[src/rtl/acc_rn_pkg.sv]
package acc_rn_pkg;

    typedef enum logic [2:0] {
        VIEW_LB  = 3'd0,
        VIEW_HB  = 3'd1,
        VIEW_W16 = 3'd2,
        VIEW_W32 = 3'd3,
        VIEW_W64 = 3'd4
    } acc_view_e;

    typedef enum logic {
        ST_RUN   = 1'b0,
        ST_STALL = 1'b1
    } ctl_state_e;

    // width rank of a view as seen from the shared entry: 0=8b,1=16b,2=32b,3=64b
    function automatic logic [1:0] view_rank(input logic [2:0] view);
        logic [1:0] r;
        case (view)
            VIEW_LB, VIEW_HB: r = 2'd0;
            VIEW_W16:         r = 2'd1;
            VIEW_W32:         r = 2'd2;
            default:          r = 2'd3;
        endcase
        return r;
    endfunction

    function automatic logic is_wide(input logic [2:0] view);
        return (view != VIEW_LB) && (view != VIEW_HB);
    endfunction

endpackage

[src/rtl/acc_merge_detect.sv]
module acc_merge_detect
    import acc_rn_pkg::*;
(
    input  logic       req_valid,
    input  logic       req_write,
    input  logic [2:0] req_width,
    input  logic [1:0] sh_rank,
    input  logic       hi_split,
    output logic       need_merge
);

    logic wide_read;
    logic short_width;

    always_comb begin
        wide_read   = req_valid && !req_write && is_wide(req_width);
        short_width = view_rank(req_width) > sh_rank;
        need_merge  = wide_read && (short_width || hi_split);
    end

endmodule

[src/rtl/acc_tag_counter.sv]
module acc_tag_counter #(
    parameter int TAG_W = 6
) (
    input  logic             clk,
    input  logic             rst_n,
    input  logic             alloc,
    output logic [TAG_W-1:0] next_tag
);

    localparam logic [TAG_W-1:0] FIRST_TAG = TAG_W'(1);

    always_ff @(posedge clk) begin
        if (!rst_n) begin
            next_tag <= FIRST_TAG;
        end else if (alloc) begin
            next_tag <= next_tag + TAG_W'(1);
        end
    end

endmodule

[src/rtl/acc_rename_table.sv]
module acc_rename_table
    import acc_rn_pkg::*;
#(
    parameter int TAG_W = 6
) (
    input  logic             clk,
    input  logic             rst_n,
    input  logic             wr_en,
    input  logic [2:0]       wr_view,
    input  logic             unify,
    input  logic [TAG_W-1:0] new_tag,
    output logic [TAG_W-1:0] sh_tag,
    output logic [1:0]       sh_rank,
    output logic [TAG_W-1:0] hi_tag,
    output logic             hi_split
);

    localparam logic [1:0] RANK_FULL = 2'd3;

    always_ff @(posedge clk) begin
        if (!rst_n) begin
            sh_tag   <= '0;
            hi_tag   <= '0;
            sh_rank  <= RANK_FULL;
            hi_split <= 1'b0;
        end else if (unify) begin
            sh_tag   <= new_tag;
            hi_tag   <= new_tag;
            sh_rank  <= RANK_FULL;
            hi_split <= 1'b0;
        end else if (wr_en) begin
            case (wr_view)
                VIEW_LB: begin
                    sh_tag  <= new_tag;
                    sh_rank <= 2'd0;
                end
                VIEW_HB: begin
                    hi_tag   <= new_tag;
                    hi_split <= 1'b1;
                end
                default: begin
                    sh_tag   <= new_tag;
                    hi_tag   <= new_tag;
                    sh_rank  <= view_rank(wr_view);
                    hi_split <= 1'b0;
                end
            endcase
        end
    end

endmodule

[src/rtl/acc_rename_tracker.sv]
module acc_rename_tracker
    import acc_rn_pkg::*;
#(
    parameter int TAG_W        = 6,
    parameter bit STALL_MODE   = 1'b0,
    parameter int STALL_CYCLES = 3
) (
    input  logic             clk,
    input  logic             rst_n,
    input  logic             req_valid,
    input  logic             req_write,
    input  logic [2:0]       req_width,
    output logic             req_ready,
    output logic             merge_inject,
    output logic [TAG_W-1:0] src_lo_tag,
    output logic [TAG_W-1:0] src_hi_tag,
    output logic [TAG_W-1:0] dst_tag
);

    localparam int              CNT_W     = $clog2(STALL_CYCLES + 1);
    localparam logic [CNT_W-1:0] CNT_LOAD = CNT_W'(STALL_CYCLES - 1);
    localparam logic [CNT_W-1:0] CNT_LAST = CNT_W'(1);

    ctl_state_e       state_q, state_d;
    logic [CNT_W-1:0] cnt_q, cnt_d;

    logic             need_merge;
    logic             inject_ok;
    logic             unify;
    logic             wr_en;
    logic             alloc;
    logic [1:0]       sh_rank;
    logic             hi_split;
    logic [TAG_W-1:0] next_tag;

    generate
        if (STALL_MODE) begin : g_stall_variant
            assign inject_ok = 1'b0;
        end else begin : g_merge_variant
            assign inject_ok = 1'b1;
        end
    endgenerate

    acc_merge_detect u_detect (
        .req_valid (req_valid),
        .req_write (req_write),
        .req_width (req_width),
        .sh_rank   (sh_rank),
        .hi_split  (hi_split),
        .need_merge(need_merge)
    );

    // state register
    always_ff @(posedge clk) begin
        if (!rst_n) begin
            state_q <= ST_RUN;
            cnt_q   <= '0;
        end else begin
            state_q <= state_d;
            cnt_q   <= cnt_d;
        end
    end

    // next state
    always_comb begin
        state_d = state_q;
        cnt_d   = cnt_q;
        unique case (state_q)
            ST_RUN: begin
                if (need_merge && !inject_ok) begin
                    state_d = ST_STALL;
                    cnt_d   = CNT_LOAD;
                end
            end
            ST_STALL: begin
                if (cnt_q == CNT_LAST) begin
                    state_d = ST_RUN;
                    cnt_d   = '0;
                end else begin
                    cnt_d = cnt_q - CNT_W'(1);
                end
            end
        endcase
    end

    // outputs
    always_comb begin
        req_ready    = 1'b0;
        merge_inject = 1'b0;
        unify        = 1'b0;
        unique case (state_q)
            ST_RUN: begin
                req_ready    = !need_merge;
                merge_inject = need_merge && inject_ok;
                unify        = need_merge && inject_ok;
            end
            ST_STALL: begin
                unify = (cnt_q == CNT_LAST);
            end
        endcase
        wr_en = req_valid && req_ready && req_write;
        alloc = wr_en || unify;
    end

    acc_tag_counter #(.TAG_W(TAG_W)) u_tags (
        .clk     (clk),
        .rst_n   (rst_n),
        .alloc   (alloc),
        .next_tag(next_tag)
    );

    acc_rename_table #(.TAG_W(TAG_W)) u_table (
        .clk     (clk),
        .rst_n   (rst_n),
        .wr_en   (wr_en),
        .wr_view (req_width),
        .unify   (unify),
        .new_tag (next_tag),
        .sh_tag  (src_lo_tag),
        .sh_rank (sh_rank),
        .hi_tag  (src_hi_tag),
        .hi_split(hi_split)
    );

    assign dst_tag = next_tag;

endmodule

[config.mk]
export PLATFORM = sky130hd
export DESIGN_NAME = acc_rename_tracker
export DESIGN_NICKNAME = d
export VERILOG_FILES = /design/src/rtl/acc_rn_pkg.sv /design/src/rtl/acc_merge_detect.sv /design/src/rtl/acc_tag_counter.sv /design/src/rtl/acc_rename_table.sv /design/src/rtl/acc_rename_tracker.sv
export SDC_FILE = /design/constraint.sdc
export NUM_CORES = 1
export LEC_CHECK = 0
export ABC_AREA = 1
export BUFFER_PORTS_ARGS = -buffer_cell sky130_fd_sc_hd__buf_2
export CAP_MARGIN = 20
export CORE_AREA = 5 5 50 69
export CTS_BUF_LIST = sky130_fd_sc_hd__clkbuf_8
export DETAILED_ROUTE_END_ITERATION = 8
export DIE_AREA = 0 0 55 74
export GPL_ROUTABILITY_DRIVEN = 0
export GPL_TIMING_DRIVEN = 0
export PLACE_DENSITY = 0.71
export SYNTH_ARGS = -nofsm -noshare
export SYNTH_HDL_FRONTEND = slang
export SYNTH_SLANG_ARGS = --single-unit
[constraint.sdc]
create_clock -name clk -period 2.1 [get_ports clk]
set_clock_uncertainty 0.05 [all_clocks]
set_input_delay 0.315 -clock clk [delete_from_list [all_inputs] [get_ports clk]]
set_output_delay 0.315 -clock clk [all_outputs]
set_load 0.05 [all_outputs]
# Word-level counts from Yosys, hierarchy flattened
# Cells that the tools add are included.
# totals
ff_bits	24
output_inout_bits	20
word_cells	56
# op_classes
add_sub_neg	2
n_lt_le_gt_ge	1
n_eq_ne	7
muxes	16
bitwise	4
reduce_logical	19
# op_table
operator	n
$mux W6	6
$reduce_and A2 Y1	4
$add A6 B1 Y6 const B	1
$eq A3 B2 Y1 const B	2
$logic_and A1 B1 Y1	6
$pmux W1 S2	3
$pmux W2 S3	1
$mux W2	2
$ne A2 B1 Y1 const B	2
$not A1 Y1	4
$pmux W2 S2	1
$reduce_or A2 Y1	2
$eq A3 B1 Y1 const B	1
$logic_not A3 Y1	1
$mux W1	3
$ne A3 B1 Y1 const B	1
$reduce_bool A3 Y1	1
$eq A2 B1 Y1 const B	1
$gt A2 B2 Y1	1
$logic_not A1 Y1	2
$logic_or A1 B1 Y1	2
$reduce_bool A2 Y1	1
$sub A2 B1 Y2 const B	1

# Longest topological paths before layout
# Gate-level depths: netlist of the first run.
# logic_depth
depth_word	12
ltp_mapped	15

# Hierarchy
# A second synthesis of the first run with hierarchy kept.
# hier_totals
cells_unflattened	176
area_unflattened_um2	1187.4
# modules_own_cells
mod	n_inst	cells_per_inst	area_per_inst_um2
acc_rename_table	1	96	665.6
acc_tag_counter	1	36	264.0
acc_rename_tracker	1	26	161.4
acc_merge_detect	1	18	96.3

# Worst setup path before layout of the first run
# Ideal clock, no wire load.
# synth_timing
path_kind	input to output
start	input req_width[1]
end	output req_ready
arrival_time_ns	1.810
required_ns	1.735
setup_slack_ns	-0.075
stages	8
n_path_buf	0
path_cell_list	nor2_2 nor2_1 ha_1 nand2_1 nand2_1 nand2_1 nand2_1 a21oi_1
# synth_between
elab_chain_len	8
# synth_rtl
element	line_no	source
from (decl)	acc_rename_tracker.sv:12	input logic [2:0] req_width,
$eq A3 B1 Y1 or $logic_not A3 Y1 (tied branches)	acc_rn_pkg.sv:19	case (view)
$reduce_or A2 Y1	acc_rn_pkg.sv:19	
$pmux W2 S3	acc_rn_pkg.sv:19	
$gt A2 B2 Y1	acc_merge_detect.sv:17	short_width = view_rank(req_width) > sh_rank;
$logic_or A1 B1 Y1	acc_merge_detect.sv:18	need_merge = wide_read && (short_width || hi_split);
$logic_and A1 B1 Y1 *	acc_merge_detect.sv:18	
$logic_not A1 Y1 *	acc_rename_tracker.sv:93	req_ready = !need_merge;
$mux W1 *	acc_rename_tracker.sv:91	unique case (state_q)
to (decl)	acc_rename_tracker.sv:13	output logic req_ready,
# Every way passes the cells marked *; elsewhere a longest branch is shown, timed or not.

# Worst setup path in the final report of the first run
# layout_timing
start	input req_width[2]
end	output merge_inject
# layout_between
elab_chain_len	7
# layout_rtl
element	line_no	source
$eq A3 B1 Y1 or $logic_not A3 Y1 (tied branches)	acc_rn_pkg.sv:19	
$reduce_or A2 Y1	acc_rn_pkg.sv:19	
$pmux W2 S3	acc_rn_pkg.sv:19	
$gt A2 B2 Y1	acc_merge_detect.sv:17	
$logic_or A1 B1 Y1	acc_merge_detect.sv:18	
$logic_and A1 B1 Y1 *	acc_merge_detect.sv:18	
$mux W1 *	acc_rename_tracker.sv:91	
to (decl)	acc_rename_tracker.sv:14	output logic merge_inject,
# Marks and branches as above.

==> results of run 1 <==
==> state kept, by name, indices dropped and copies added, names as in the netlist <==
name,count
cnt_q,2
state_q,1
u_table.hi_split,1
u_table.hi_tag,6
u_table.sh_rank,2
u_table.sh_tag,6
u_tags.next_tag,6
==> final timing paths <==
path | start | end | slack (ps) | cells past startpoint
worst max-delay path | req_width[2] | merge_inject | 130 | 12
worst min-delay path | rst_n | u_table.sh_tag[4] | 260 | 3
worst max register to register | u_table.sh_rank[1] | u_tags.next_tag[4] | 340 | 12
worst min register to register | cnt_q[1] | cnt_q[1] | 410 | 2
==> worst max-delay path: stages <==
cell	delay, ps
buf_2	120
nor2_4	120
nor2_1	80
ha_1	290
nand2_1	50
nand2_1	50
nand2_1	60
nand2_2	80
nand3_2	90
buf_6	140
inv_1	60
buf_6	150
==> power by group <==
part,internal (mW),total [mW],leakage [nW],switching [mW]
clock network,0.255,0.401,0.0357,0.146
registers,0.484,0.502,0.196,0.0177
logic,0.0797,0.269,0.495,0.189
total,0.818,1.17,0.727,0.353
==> routing by layer <==
| layer | wire [um] | share of wire | track usage |
|---|---|---|---|
| met1 | 980 | 0.43 | 0.138 |
| met2 | 1140 | 0.49 | 0.221 |
| met3 | 138 | 0.060 | 0.0281 |
| met4 | 40 | 0.017 | 0.0649 |
| met5 | 0 | 0 | 0 |
==> area by class of cell <==
class,count,share of cell area
well taps,37,0.0321
plain buffers,4,0.0269
inverters,17,0.0442
clock inverters,1,0.0208
clock buffers,3,0.0286
multi-input cells,114,0.398
repair buffers,30,0.115
flip-flops and latches,24,0.334
==> cells in the final DEF, fill, tap and decap left out <==
| master | n |
|---|---|
| buf_4 | 4 |
| o211ai_1 | 1 |
| nor2_4 | 1 |
| nand3_2 | 4 |
| dfxtp_1 | 23 |
| ha_1 | 4 |
| o21ai_0 | 1 |
| nor2_1 | 29 |
| nand3_1 | 5 |
| clkbuf_8 | 3 |
| a21oi_2 | 1 |
| inv_2 | 2 |
| inv_1 | 14 |
| clkinv_1 | 1 |
| bufinv_16 | 1 |
| buf_2 | 26 |
| nor3_2 | 1 |
| nand2_1 | 42 |
| nand2_2 | 2 |
| nand4_1 | 6 |
| xor2_1 | 4 |
| buf_6 | 4 |
| a21oi_1 | 9 |
| dfxtp_2 | 1 |
| nor3_1 | 4 |
==> Yosys cell counts <==
cell type,count,area share
nand2_1,43,0.14
nor2_1,29,0.095
dfxtp_1,24,0.42
inv_1,14,0.046
a21oi_1,10,0.044
nand4_1,6,0.033
nand3_1,5,0.022
ha_1,4,0.044
nand3_2,4,0.035
nor3_1,4,0.018
xor2_1,4,0.031
buf_6,2,0.020
inv_2,2,0.0066
buf_2,1,0.0044
buf_4,1,0.0066
clkinv_1,1,0.0033
nand2_2,1,0.0055
nor2_2,1,0.0055
nor3_2,1,0.0088
o211ai_1,1,0.0066
o21ai_0,1,0.0044
==> through the flow <==
stage | hold slack [ps] | utilization | worst slack (ps)
after global placement | 403 | 0.474 | -80.4
after floorplan | 385 | - | 130
after CTS | 252 | 0.503 | 21.0
after global routing | 299 | 0.517 | -6.98
after detailed placement | 406 | 0.474 | -83.3
final | 255 | 0.517 | 132
==> logic make-up after synthesis <==
kind of cell | count (synthesis)
buffers and inverters | 21
adders and majority gates | 4
AOI/OAI and AO/OA | 12
xor gates and xnor gates | 4
and+or+nand+nor | 94
DFF | 24
==> timing repair <==
item | CTS | global route
resized for setup | 3 | 3
hold buffers | 0 | 0
setup endpoints to repair | 1 | 1
pin swaps | 0 | 1
buffers inserted | 0 | 4
==> out/summary.txt, run 1 <==
Hold crit path type: input port to register
Final-report setup violation count: 0
Port Buffer Count: 26
Dpl cells: 222
Final Net Count: 205
Min cycle time layout: 1970 ps
Vias: 1063
Maxcap violations: 0
Pwr Total: 1.17 mW
First DRT Iteration DRCs: 13
Initial antenna violation count: 0
CTS buffer count: 3
# fillers: 309
DRC viols: 0
Clock Root Buffer: clkbuf_8
Maximum VDD drop: 0.000358 V
Crit path launch type: input port
Outcome: finished clean
Worst EP required: 1740 ps
Relative slew slack: 0.833
Crit path max fanout: 4
Final worst path period share: 0.937
Yosys reg bits: 24
Layout cell share with drive strength beyond 1: 0.259
First-pass GRT wire length: 3.82 mm
Die Height: 74 um
CTS Sinks: 24
Critical Path End Type: output pin
Post-route cell area: 1440 sq um
Sequential area share after synthesis: 0.421
Post-DRT Antenna Nets: 0
Placed Area: 1320 sq um
Die W: 55 um
DRT Wirelength: 2.30 mm
Pwr per Cell Area: 812 nW/um^2
Synth Area in XOR/XNOR: 0.0307
Simple-Gate Fraction of Synth Area: 0.364
Drt wl/cell: 9.98 um
Clk_lat worst skew: 270 ps
Syn nets: 170
Area growth syn-to-layout: 26.3%
Total track usage: 0.127
# diodes: 0
Synth cell types: 21
Setup TNS: 0 ps
CP Data Arrival Time: 1600 ps
Syn Inst Count: 159
Highest clock rate: 0.508 GHz
Max Slew Vio Count: 0
Post-Synth Adder-Cell Area: 0.0438
Core Area: 2790 sq um
Tightest Pin Transition: 249 ps
CTS tree: built
Largest family of logic cells by synthesized area: simple AND/OR/NAND/NOR gates
Register area: 482 sq um
CTS H-Tree Depth: 1
Post-synthesis mux area share: 0
Setup CP Type: input port to output pin
Footprint of the multi-input gates: 574 sq um
Post-synthesis compound-gate area fraction: 0.0548
# rows: 23
Clk pin slew, worst setup/hold paths: 80 ps
I/O pin count: 27
Final Non-Filler Cells: 230
Clock buffer depth: 2
Syn Area/Cell: 7.18 sq um
Largest net degree at the start of global routing: 15
Drt first pass iters: 4
Final Hold Vio Count: 0
Die area: 4070 sq um
Leakage: 0.727 nW
DP Wirelength: 1.78 mm
Number of vias per cell: 4.62
Vias in the first global route: 946
Ys Warns: 0
Initial Util: 0.409
Synth Cell Area: 1140 sq um
GR Overflow Total: 0
No activity file was read; power rests on OpenSTA's default activity.
==> run 2: changes to the inputs <==
- CORE_AREA: 5 5 50 69 -> 5 5 58 60
- DIE_AREA: 0 0 55 74 -> 0 0 63 65
==> run 2 against run 1 <==
- core utilization is 1.9 points lower
- highest routed layer unchanged
- combinational power about the same
- global-route usage fell by 1.1 points
- setup slack worse by 12 ps
- worst hold slack better by 6.4 ps
- cell count down 2.2%
- clock power is essentially flat
- routed wire length is 2.7% higher
- first-iteration DRC count increased by 77%
- non-clock buffer count is 1 lower
- sequential share of layout area up 0.20 points
- critical path depth stayed put
==> out/summary.txt, run 2 (same netlist as run 1, synthesis figures left out) <==
Outcome: finished clean
Total track usage: 0.116
Register area: 482 sq um
Max Slew Vio Count: 0
Worst setup margin: 120 ps
Vias: 1053
First-pass GRT wire length: 3.97 mm
Final Net Count: 204
Pwr per Cell Area: 817 nW/um^2
Maxcap violations: 0
Setup slack, reg-to-reg: 310 ps
Psw: 0.354 mW
Post-route cell area: 1430 sq um
I/O pin count: 27
DP Wirelength: 1.71 mm
Worst EP required: 1740 ps
DRT Wirelength: 2.36 mm
Commonest non-fill, non-tap cell in the layout: nand2_1
GR Overflow Total: 0
Clock Root Buffer: clkbuf_8
Setup CP Type: input port to output pin
Area growth syn-to-layout: 25.5%
Min cycle time layout: 1980 ps
Final Hold Vio Count: 0
Crit path launch type: input port
Dpl ws: -84.6 ps
Drt wl/cell: 10.5 um
Placed Area: 1320 sq um
Final-report setup violation count: 0
Die area: 4100 sq um
First DRT Iteration DRCs: 23
Largest net degree at the start of global routing: 15
Top flop regs: u_table.hi_tag: 6 flops, u_table.sh_tag: 6 flops, u_tags.next_tag: 6 flops
CTS Sinks: 24
Footprint of the multi-input gates: 578 sq um
Highest clock rate: 0.505 GHz
# rows: 20
DRC viols: 0
Clk pin slew, worst setup/hold paths: 80 ps
Relative slew slack: 0.833
Number of vias per cell: 4.68
Leakage: 0.723 nW
Crit path max fanout: 3
RR Startpoint: u_table.sh_rank[1]
Core Area: 2880 sq um
Final worst path period share: 0.943
Initial antenna violation count: 0
R2R Path End: u_tags.next_tag[3]
Die W: 63 um
Clk_lat worst skew: 270 ps
Pwr Total: 1.17 mW
CTS H-Tree Depth: 1
Number of cells on the worst reg-to-reg path: 12
Internal power: 0.818 mW
Critical Path End Type: output pin
Post-DRT Antenna Nets: 0
CTS Hold Bufs: 0
Port Buffer Count: 26
CTS tree: built
Worst Setup SP: req_width[2]
Tightest Pin Transition: 250 ps
Maximum VDD drop: 0.000465 V
CTS buffer count: 3
Hold crit path type: input port to register
CP Data Arrival Time: 1620 ps
Vias in the first global route: 955
Fin util: 0.498
Clock buffer depth: 2
Setup TNS: 0 ps
Die Height: 65 um
Layout cell share with drive strength beyond 1: 0.260
Drt first pass iters: 4
Initial Util: 0.397
Crit path to: merge_inject
# fillers: 312
Most frequent cells in the layout: 42 x nand2_1, 29 x nor2_1, 26 x buf_2
Combinational power share: 0.231
Switching fraction of total power: 0.302
# diodes: 0
Sequential fraction of design power: 0.427
Clk pwr share: 0.342
-- run 2: cell types whose count changed in the layout (fill, tap and decap cells not counted), sizes merged --
| cell | change |
|---|---|
| buf | -1 |
-- run 2: power by group through the flow --
| stage | Sequential [mW] | Clock (mW) | Combinational [mW] |
|---|---|---|---|
| after floorplan | 0.599 | 0 | 0.116 |
| after global placement | 0.511 | 0 | 0.260 |
| after detailed placement | 0.512 | 0 | 0.262 |
| after CTS | 0.501 | 0.412 | 0.264 |
| after global routing | 0.506 | 0.430 | 0.298 |
| final | 0.500 | 0.401 | 0.270 |
-- run 2: worst min path at each step --
stage / startpoint / end / slack, ps / depth (start not counted)
2_1_floorplan: rst_n / u_table.sh_tag[1] / 390 / 2
3_3_place_gp: cnt_q[1] / cnt_q[1] / 400 / 2
3_5_place_dp: cnt_q[1] / cnt_q[1] / 400 / 2
4_1_cts: rst_n / u_table.sh_tag[1] / 260 / 3
5_1_grt: rst_n / u_table.sh_tag[1] / 260 / 3
6_report: rst_n / u_table.sh_tag[1] / 260 / 3
-- run 2: repair_timing --
action	4_1_cts	5_1_grt
hold endpoints to repair	0	0
pin swaps	0	1
endpoints found under the setup margin	1	1
buffers inserted	0	3
gates resized for setup	2	5
-- run 2: area by class of cell --
type | instances | area share
timing repair buffer | 29 | 0.111
clock inverter | 1 | 0.0209
tap | 33 | 0.0288
clock buffer | 3 | 0.0288
buffer | 4 | 0.0271
multi-input combinational | 114 | 0.403
sequential | 24 | 0.336
inverter | 17 | 0.0445
-- run 2: layer usage --
layer / track usage / vias to the layer above / part of all wire
li1: - / 568 / -
met2: 0.194 / 24 / 0.46
met1: 0.143 / 459 / 0.46
met3: 0.0468 / 2 / 0.075
met5: 0 / - / 0
met4: 0.0159 / 0 / 0.0064
-- run 2: stage by stage --
step	instances	hold WS (ps)
6_report	225	262
5_1_grt	225	258
4_1_cts	222	260
3_5_place_dp	218	403
3_3_place_gp	218	402
2_1_floorplan	159	385
-- run 2: worst max-delay path: stages --
cell and delay [ps]:
buf_2 130, nor2_4 120, nor2_1 70, ha_1 290, nand2_1 50, nand2_1 50, nand2_1 60, nand2_2 80
nand3_2 90, buf_6 130, inv_1 70, buf_6 160
==> run 3: changes to the inputs <==
- CORE_AREA: 5 5 58 60 -> 5 5 52 54
- CTS_CLUSTER_SIZE: unset -> 40
- DIE_AREA: 0 0 63 65 -> 0 0 57 59
- GPL_TIMING_DRIVEN: 0 -> 1
- PLACE_DENSITY: 0.71 -> 0.86
==> run 3 against run 2 <==
- non-clock buffer count fell by 6
- flip-flop and latch count did not move
- clock-buffer cell count up 1
- first-iteration DRC count increased by 35%
- maximum frequency increased by 2.5%
- core utilization up 13 points
- global-route usage grew 4.7 points
- worst hold slack better by 57 ps
- critical endpoint unchanged
- largest cell class unchanged
- highest routed layer unchanged
==> out/summary.txt, run 3 (same netlist as run 1, synthesis figures left out) <==
Post_cts resized: 0
Drt wl/cell: 11.6 um
Tightest Pin Transition: 254 ps
Maximum VDD drop: 0.000389 V
Initial antenna violation count: 0
Crit path max fanout: 5
Most frequent cells in the layout: 43 x nand2_1, 29 x nor2_1, 24 x dfxtp_1, 24 x buf_2, 14 x inv_1
GRT met2 Usage: 0.303
CTS tree: built
Top flop regs: u_table.hi_tag: 6 flops, u_table.sh_tag: 6 flops, u_tags.next_tag: 6 flops
Final worst path period share: 0.920
Clk pin slew, worst setup/hold paths: 80 ps
Post-route cell area: 1350 sq um
Number of vias per cell: 5.10
Total track usage: 0.163
Layout cell share with drive strength beyond 1: 0.220
Clock Root Buffer: clkbuf_8
Outcome: finished clean
Clock buffer depth: 2
Drt first pass iters: 4
Met1 usage: 0.174
CTS Hold Bufs: 0
Final Hold Vio Count: 0
Crit path launch type: input port
M3 GR Usage: 0.0305
Internal power: 0.718 mW
Largest net degree at the start of global routing: 16
CTS buffer count: 3
Hold crit path type: input port to register
Post-DRT Antenna Nets: 0
Leakage: 0.687 nW
First DRT Iteration DRCs: 31
Highest clock rate: 0.518 GHz
Relative slew slack: 0.830
Unrepaired setup endpoints after global routing: no
Die Height: 59 um
Port Buffer Count: 26
Worst EP required: 1740 ps
Die area: 3360 sq um
Psw: 0.348 mW
Vias in the first global route: 1080
Commonest non-fill, non-tap cell in the layout: nand2_1
Clk_lat worst skew: 260 ps
Final-report setup violation count: 0
Core Area: 2170 sq um
Sequential fraction of design power: 0.470
DRC viols: 0
I/O pin count: 27
Critical Path End Type: output pin
# rows: 17
CP Data Arrival Time: 1570 ps
Pwr Total: 1.07 mW
Max Slew Vio Count: 0
Final Net Count: 198
Final hold slack: 319 ps
Maxcap violations: 0
Global-route layer with the greatest usage: met2
DRT Wirelength: 2.49 mm
# diodes: 0
Combinational power share: 0.242
CTS Sinks: 24
Area growth syn-to-layout: 18.4%
First-pass GRT wire length: 4.35 mm
Setup CP Type: input port to output pin
Switching fraction of total power: 0.326
Initial Util: 0.527
GR Overflow Total: 0
CTS H-Tree Depth: 1
DP Wirelength: 1.88 mm
Post-CTS setup repair buffer count: 0
Placed Area: 1280 sq um
Min cycle time layout: 1930 ps
Vias: 1091
Clk pwr share: 0.288
Die W: 57 um
Pwr per Cell Area: 788 nW/um^2
run 3: changes by cell type in the layout (fill, tap and decap cells not counted), sizes merged:
cell / delta
buf: -7
bufinv: -1
clkbuf: +2
run 3: final timing paths:
path,start,to,slack (ps),cells past startpoint
min,rst_n,u_tags.next_tag[0],320,2
min reg2reg,cnt_q[1],cnt_q[1],420,2
max,req_width[1],merge_inject,170,11
max reg2reg,u_table.sh_rank[1],u_table.sh_tag[3],280,11
run 3: layout make-up:
cell class,instances,area [sq um]
Inverter,17,63.8
Timing Repair Buffer,27,146
Multi-Input combinational cell,114,572
Fill cell,223,817
Tap cell,28,35.0
Sequential cell,24,480
Clock buffer,4,55.1
run 3: through the flow:
stage,std cells,setup TNS (ps),setup slack [ps],utilization
floorplan,159,0,130,-
global placement,210,0,79.7,0.592
detailed placement,210,-30.3,-22.0,0.592
CTS,214,0,41.9,0.617
global route,214,0,4.45,0.623
finish,214,0,168,0.623
run 3: worst max-delay path, cell delays in order:
cell	delay, ps
buf_2	120
nor2_4	140
nor2_1	80
ha_1	300
nand2_1	50
nand2_1	50
nand2_1	40
nand2_1	90
nand3_2	120
inv_1	100
buf_6	150
run 3: layer usage:
layer	vias up	wire length, um
li1	556	-
met1	500	1030
met2	28	1270
met3	7	143
met4	0	48
met5	-	0
run 3: power by group through the flow:
stage	Clock (mW)	Combinational [mW]	Sequential, mW
after floorplan	0	0.116	0.599
after global placement	0	0.249	0.510
after detailed placement	0	0.254	0.512
after CTS	0.313	0.255	0.501
after global routing	0.335	0.283	0.506
final	0.307	0.258	0.501
